==> config.mk <==
export PLATFORM = sky130hd
export DESIGN_NAME = pa_ramp_ctrl
export DESIGN_NICKNAME = d
export VERILOG_FILES = /design/src/rtl/pa_ramp_pkg.sv /design/src/rtl/pa_tbl_store.sv /design/src/rtl/pa_step_timer.sv /design/src/rtl/pa_ramp_seq.sv /design/src/rtl/pa_ramp_ctrl.sv
export SDC_FILE = /design/constraint.sdc
export NUM_CORES = 1
export LEC_CHECK = 0
export ABC_AREA = 1
export BUFFER_PORTS_ARGS = -buffer_cell sky130_fd_sc_hd__buf_2
export CORE_UTILIZATION = 61
export DETAILED_ROUTE_END_ITERATION = 7
export PLACE_DENSITY = 0.8
export REMOVE_ABC_BUFFERS = 1
export SYNTH_ARGS = -nofsm -noshare
export SYNTH_HDL_FRONTEND = slang
export SYNTH_HIERARCHICAL = 1
export SYNTH_SLANG_ARGS = --single-unit
==> constraint.sdc <==
create_clock -name clk -period 2.4 [get_ports clk]
set_input_delay 0.48 -clock clk [delete_from_list [all_inputs] [get_ports clk]]
set_output_delay 0.48 -clock clk [all_outputs]
set_load 0.1 [all_outputs]
==> src/rtl/pa_ramp_pkg.sv <==
// Package: shared constants and the sequencer state type for the power
// ramp table controller. Assumes an 8-slot table of 8-bit codes.
package pa_ramp_pkg;
    localparam int unsigned SLOTS      = 8;
    localparam int unsigned CODE_W     = 8;
    localparam int unsigned IDX_W      = $clog2(SLOTS);
    localparam logic [CODE_W-1:0] SLOT0_RST = 8'hC6;

    typedef enum logic [1:0] {
        ST_IDLE = 2'd0,
        ST_UP   = 2'd1,
        ST_DOWN = 2'd2,
        ST_OOK  = 2'd3
    } seq_state_t;
endpackage

==> src/rtl/pa_tbl_store.sv <==
// Module: power code table with single/burst write and sleep retention.
// A write with burst low goes to slot 0. A write with burst high goes to
// the slot under the burst pointer, which then advances and wraps. Sleep
// clears every slot but slot 0. Assumes writes are already decoded into
// one-cycle byte strobes.
module pa_tbl_store #(
    parameter int unsigned N_SLOTS = 8,
    parameter int unsigned W       = 8,
    parameter logic [W-1:0] RST0   = 8'hC6
) (
    input  logic                       clk,
    input  logic                       rst_n,
    input  logic                       wr_valid,
    input  logic                       wr_burst,
    input  logic [W-1:0]               wr_data,
    input  logic                       sleep,
    input  logic [$clog2(N_SLOTS)-1:0] rd_idx,
    output logic [W-1:0]               rd_data
);
    localparam int unsigned IW = $clog2(N_SLOTS);
    localparam logic [IW-1:0] LAST = IW'(N_SLOTS - 1);

    logic [W-1:0]  mem [N_SLOTS];
    logic [IW-1:0] ptr;
    logic [IW-1:0] wr_idx;

    // Target slot for the current write.
    always_comb wr_idx = wr_burst ? ptr : '0;

    // Burst pointer: held at zero outside a burst, advances per byte.
    always_ff @(posedge clk) begin
        if (!rst_n || !wr_burst) begin
            ptr <= '0;
        end else if (wr_valid) begin
            ptr <= (ptr == LAST) ? '0 : ptr + 1'b1;
        end
    end

    // Table storage: reset values, writes, and sleep clearing.
    always_ff @(posedge clk) begin
        for (int i = 0; i < int'(N_SLOTS); i++) begin
            if (!rst_n) begin
                mem[i] <= (i == 0) ? RST0 : '0;
            end else if (i != 0 && sleep) begin
                mem[i] <= '0;
            end else if (wr_valid && wr_idx == IW'(i)) begin
                mem[i] <= wr_data;
            end
        end
    end

    // Read port used by the sequencer.
    always_comb rd_data = mem[rd_idx];

    // Checker helper: all retained-only slots are zero.
    logic upper_zero;
    always_comb begin
        upper_zero = 1'b1;
        for (int i = 1; i < int'(N_SLOTS); i++) begin
            if (mem[i] != '0) upper_zero = 1'b0;
        end
    end

    p_single_entry0_r2: assert property (@(posedge clk) disable iff (!rst_n)
        (wr_valid && !wr_burst) |=> (mem[0] == $past(wr_data)));

    p_ptr_wrap_r3: assert property (@(posedge clk) disable iff (!rst_n)
        (wr_valid && wr_burst && ptr == LAST) |=> (ptr == '0));

    p_sleep_clear_r10: assert property (@(posedge clk) disable iff (!rst_n)
        sleep |=> upper_zero);
endmodule

==> src/rtl/pa_step_timer.sv <==
// Module: free-running step period counter. It flags the last cycle of
// each STEP-cycle period and restarts at zero when cleared. Assumes STEP >= 1.
module pa_step_timer #(
    parameter int unsigned STEP = 4
) (
    input  logic clk,
    input  logic rst_n,
    input  logic clr,
    output logic expire
);
    localparam int unsigned CW = (STEP > 1) ? $clog2(STEP) : 1;
    localparam logic [CW-1:0] LAST = CW'(STEP - 1);

    logic [CW-1:0] cnt;

    // Count cycles within the current step, wrapping after the last one.
    always_ff @(posedge clk) begin
        if (!rst_n || clr) begin
            cnt <= '0;
        end else if (cnt == LAST) begin
            cnt <= '0;
        end else begin
            cnt <= cnt + 1'b1;
        end
    end

    // Last cycle of the step period.
    always_comb expire = (cnt == LAST);
endmodule

==> src/rtl/pa_ramp_seq.sv <==
// Module: ramp sequencer. It chooses which table slot drives the amplifier
// and whether the output is live. It walks up to a selector captured at
// start, holds, walks down on release, or follows the data bit in on-off
// keying mode. Assumes the step timer expires once per step period when it
// is not cleared.
module pa_ramp_seq
    import pa_ramp_pkg::*;
#(
    parameter int unsigned IW = 3
) (
    input  logic          clk,
    input  logic          rst_n,
    input  logic          tx_on,
    input  logic          ook_en,
    input  logic          ook_data,
    input  logic [IW-1:0] sel,
    input  logic          expire,
    output logic          tmr_clr,
    output logic [IW-1:0] rd_idx,
    output logic          live,
    output logic          ramp_done
);
    seq_state_t    state, state_n;
    logic [IW-1:0] idx, idx_n;
    logic [IW-1:0] top_q, top_n;
    logic          done_n;

    // Next-state, index and timer-clear decisions.
    always_comb begin
        state_n = state;
        idx_n   = idx;
        top_n   = top_q;
        done_n  = 1'b0;
        tmr_clr = 1'b0;
        unique case (state)
            ST_IDLE: begin
                tmr_clr = 1'b1;
                if (tx_on) begin
                    if (ook_en) begin
                        state_n = ST_OOK;
                    end else begin
                        state_n = ST_UP;
                        idx_n   = '0;
                        top_n   = sel;
                        done_n  = (sel == '0);
                    end
                end
            end
            ST_UP: begin
                if (!tx_on) begin
                    state_n = (top_q == '0) ? ST_IDLE : ST_DOWN;
                    tmr_clr = 1'b1;
                end else if (expire && idx != top_q) begin
                    idx_n  = idx + 1'b1;
                    done_n = ((idx + 1'b1) == top_q);
                end
            end
            ST_DOWN: begin
                if (expire) begin
                    if (idx == '0) state_n = ST_IDLE;
                    else           idx_n   = idx - 1'b1;
                end
            end
            ST_OOK: begin
                if (!tx_on) state_n = ST_IDLE;
            end
            default: state_n = ST_IDLE;
        endcase
    end

    // Sequencer registers.
    always_ff @(posedge clk) begin
        if (!rst_n) begin
            state     <= ST_IDLE;
            idx       <= '0;
            top_q     <= '0;
            ramp_done <= 1'b0;
        end else begin
            state     <= state_n;
            idx       <= idx_n;
            top_q     <= top_n;
            ramp_done <= done_n;
        end
    end

    // Slot selection: data bit picks slot 0/1 in keying mode, else ramp index.
    always_comb rd_idx = (state == ST_OOK) ? IW'(ook_data) : idx;
    always_comb live   = (state != ST_IDLE);

    p_done_pulse_r6: assert property (@(posedge clk) disable iff (!rst_n)
        ramp_done |=> !ramp_done);

    p_done_at_top_r6: assert property (@(posedge clk) disable iff (!rst_n)
        ramp_done |-> (state == ST_UP && idx == top_q));

    p_step_hold_r5: assert property (@(posedge clk) disable iff (!rst_n)
        (state == ST_UP && tx_on && !expire) |=> $stable(idx));

    p_down_ignore_r11: assert property (@(posedge clk) disable iff (!rst_n)
        (state == ST_DOWN && !(expire && idx == '0)) |=> (state == ST_DOWN));

    p_ook_no_done_r9: assert property (@(posedge clk) disable iff (!rst_n)
        (state == ST_OOK) |-> !ramp_done);
endmodule

==> src/rtl/pa_ramp_ctrl.sv <==
// Module: top level of the transmit power ramp table controller. It joins
// the table, the step timer and the sequencer, and gates the selected code
// to zero while idle. Assumes tx_on, ook_en and pa_power are synchronous
// to clk.
module pa_ramp_ctrl
    import pa_ramp_pkg::*;
#(
    parameter int unsigned STEP_CYCLES = 4
) (
    input  logic              clk,
    input  logic              rst_n,
    input  logic              wr_valid,
    input  logic              wr_burst,
    input  logic [CODE_W-1:0] wr_data,
    input  logic              sleep,
    input  logic [IDX_W-1:0]  pa_power,
    input  logic              tx_on,
    input  logic              ook_en,
    input  logic              ook_data,
    output logic [CODE_W-1:0] pa_code,
    output logic              ramp_done
);
    logic [IDX_W-1:0]  rd_idx;
    logic [CODE_W-1:0] rd_data;
    logic              live;
    logic              tmr_clr;
    logic              expire;

    pa_tbl_store #(.N_SLOTS(SLOTS), .W(CODE_W), .RST0(SLOT0_RST)) u_tbl (
        .clk(clk), .rst_n(rst_n), .wr_valid(wr_valid), .wr_burst(wr_burst),
        .wr_data(wr_data), .sleep(sleep), .rd_idx(rd_idx), .rd_data(rd_data)
    );

    pa_step_timer #(.STEP(STEP_CYCLES)) u_tmr (
        .clk(clk), .rst_n(rst_n), .clr(tmr_clr), .expire(expire)
    );

    pa_ramp_seq #(.IW(IDX_W)) u_seq (
        .clk(clk), .rst_n(rst_n), .tx_on(tx_on), .ook_en(ook_en),
        .ook_data(ook_data), .sel(pa_power), .expire(expire),
        .tmr_clr(tmr_clr), .rd_idx(rd_idx), .live(live), .ramp_done(ramp_done)
    );

    // Output gate: silent while idle.
    always_comb pa_code = live ? rd_data : '0;
endmodule

==> results.cfg <==
[critical_path]
cpMaxStageDelayCell = dfxtp_2
end_kind = output port
cp_top_family = buffers and inverters
critPathBufInv = 4
cpMostUsedCell = nand2_1
critPathLaunchType = register
critical_path_arrival_ps = 1960
reg2reg_depth = 3
r2r_end = u_tbl/mem[4][4]$_SDFFCE_PN0P_
r2r_slack_ps = 650
critical_path.max_fanout = 16
reg2reg_from = u_tbl/ptr[0]$_SDFFE_PP0P_
slowest_delay_ps = 340
path_class = register to output port
cp.required_ps = 1920
path_cells = ha_4, o21ai_4, inv_4, buf_12, nand2_1, nand3_2, nand2_1, nand2_1, nand2_1, nand2_1, inv_2, buf_12

[global_route]
grt_pass1_vias = 3261
overflow = 0
antenna_found_initial = 0
track_usage_pct = 29.0
grt_max_degree = 17
grt_pass1_wl_um = 15800

[clock_network]
ctsHoldBuffers = 0
clkSlewWorstSetupHoldPaths_ps = 80
clk_path_buf_depth = 2
cts_setup_buffers = 0
cts_tree = done
cts_root_buf = clkbuf_8
numCtsBuffers = 9
numClockSinks = 78
htreeDepth = 3
insertion_delay_ps = 340

[run_status]
failed_checks = negative setup slack
status = finished with violations

[detailed_routing]
drc = 0
drtAntennaViolNets = 0
first_pass_iters = 6
drt_wl_total_um = 9590
vias = 3493
viasPerCell = 5.39
avgRoutedWirePerCell_um = 14.8
initialDrtViolationCount = 206

[layout]
n_antenna_cell = 0
layout_commonest_cell = nand2_1
drive_gt1_share_pct = 16.6
final_nets = 597
area_growth_syn_to_layout_pct = 16.4
nFillCells = 489
layout_common_cells = 152 x nand2_1, 94 x inv_1, 74 x nor2_1, 64 x edfxtp_1, 33 x nand3_1
utilization_pct = 75.5

[placement]
io_buffers = 27
dpl.hpwl_um = 6660
gp_congestion = 0.884

[worst_hold_path]
whs_path_depth = 3
whs_endpoint = u_tbl/ptr[2]$_SDFFE_PP0P_
worstHoldStart = wr_valid
hold_class = input pin to register

[synth]
synth_compound_area_share_pct = 4.07
ys_types = 28
synth_seq_cells = 78
synth_top_cell_by_area = edfxtp_1
muxShareOfSynthArea_pct = 0
synth-simple-area-share_pct = 28.4
synthTopCellsByArea = edfxtp_1 46%, nand2_1 14%, inv_1 9.4%
yosys_warnings = 6
synth_ff_type = edfxtp_1
synthCells = 531
synth-edff-count = 64
seq_area_frac_synth_pct = 52.3
avgSynthCellArea_um2 = 7.93
synth_top_cell_area_share_pct = 45.6
synth-adder-area-share_pct = 3.56
netlist_area_um2 = 4210
synth-xor-area-share_pct = 0.624
synth_top_family_by_area = simple AND/OR/NAND/NOR gates
synthArstFlopShare_pct = 0

[timing]
fmax_mhz = 409
drv_slew = 0
max_slew.worst_pin.slew_ps = 472
finalCriticalPeriod_ps = 2440
setup_slack_ps = -44.8
final.setup.tns_ps = -265
fin_crit_sh_pct = 102
relSlewSlack_pct = 68.2
hold_viol = 0
setup_viol = 8
rsz0062_at_grt = true
fin_skew_ps = 4.01

[die]
die_w_um = 85.1
dieArea_um2 = 7240
num_io_pins = 28
floorplan.initialDensity_pct = 64.9
die_h_um = 85.1
core_area_um2 = 6490
num_rows = 29

[pwr]
leakage_nw = 2.39
p_per_area_nw_per_um2 = 1160
ir_drop_mv = 1.01

[run]
maxCapViolCount = 0
[metrics by stage]
step                cell area [um2]  hold WS (ps)  std cells  worst slack, ps  total power [W]
global route                   4900           441        648             -167          0.00598
finish                         4900           430        648            -44.8          0.00567
CTS                            4880           419        648            -36.0          0.00564
global placement               4580           405        631              194          0.00434
floorplan                      4150           396        518            -2500          0.00349
detailed placement             4580           424        631              124          0.00439
[layer usage]
metal / GRT usage, % / wire length, um / up-vias
li1: - / - / 1707
met1: 36.0 / 3810 / 1636
met2: 50.9 / 4910 / 138
met3: 6.81 / 781 / 12
met4: 7.70 / 85 / 0
met5: 0 / 0 / -
[kinds of logic (layout without fill, tap and decap cells)]
| group | after synthesis | count (layout) |
|---|---|---|
| buffers and inverters | 120 | 160 |
| AOI/OAI and AO/OA | 31 | 31 |
| adders and majority gates | 12 | 12 |
| xor gates and xnor gates | 3 | 3 |
| and+or+nand+nor | 287 | 287 |
| DFF | 78 | 78 |
[registers in the layout (all words and copies together), names as in the netlist]
name             flops
u_seq/idx            3
u_seq/ramp_done      1
u_seq/state          2
u_seq/top_q          3
u_tbl/mem           64
u_tbl/ptr            3
u_tmr/cnt            2
[tightest hold or removal path: stages]
cell and delay (ps):
buf_2 130, nand2_1 60, a21oi_1 60
[final cells by class]
type                    instances  area, um2  share of cell area (%)
well taps                      77       96.3                    1.97
inverters                     107        404                    8.24
clock inverters                 5       81.3                    1.66
repair buffers                 37        367                    7.48
clock buffers                  11        141                    2.88
multi-input cells             333       1610                    32.8
flip-flops and latches         78       2210                    45.0
[repair_timing]
item	in CTS	in global routing
cloned	1	0
resized for setup	26	5
pin swaps	4	0
endpoints found under the setup margin	8	8
[synth_stat cells, types with 3 or more instances]
cell,n
buf_2,8
clkbuf_1,3
dfxtp_1,14
ha_1,12
nand3_1,38
edfxtp_1,64
nand2_1,157
nor2_1,75
o21ai_0,11
a21oi_1,14
inv_1,105
nand2_2,9
[worst max path at each step]
stage | cells after the start | endpoint | slack, ps | startpoint
4_1_cts | 12 | pa_code[6] | -40 | u_seq/state[1]$_SDFFE_PN0P_
5_1_grt | 12 | pa_code[3] | -170 | u_seq/state[1]$_SDFFE_PN0P_
2_1_floorplan | 10 | pa_code[0] | -2500 | u_seq/state[0]$_SDFFE_PN0P_
3_5_place_dp | 10 | pa_code[7] | 120 | u_seq/state[1]$_SDFFE_PN0P_
6_report | 12 | pa_code[7] | -40 | u_seq/state[1]$_SDFFE_PN0P_
3_3_place_gp | 10 | pa_code[3] | 190 | u_seq/state[0]$_SDFFE_PN0P_
[power by group]
group          leakage, nW  switching (W)  total (W)  internal [W]
Clock                0.110       0.000479    0.00110      0.000616
Sequential           0.816      0.0000635    0.00163       0.00157
Combinational         1.46        0.00196    0.00295      0.000991
Note: power is estimated with default switching activity, not from simulation.
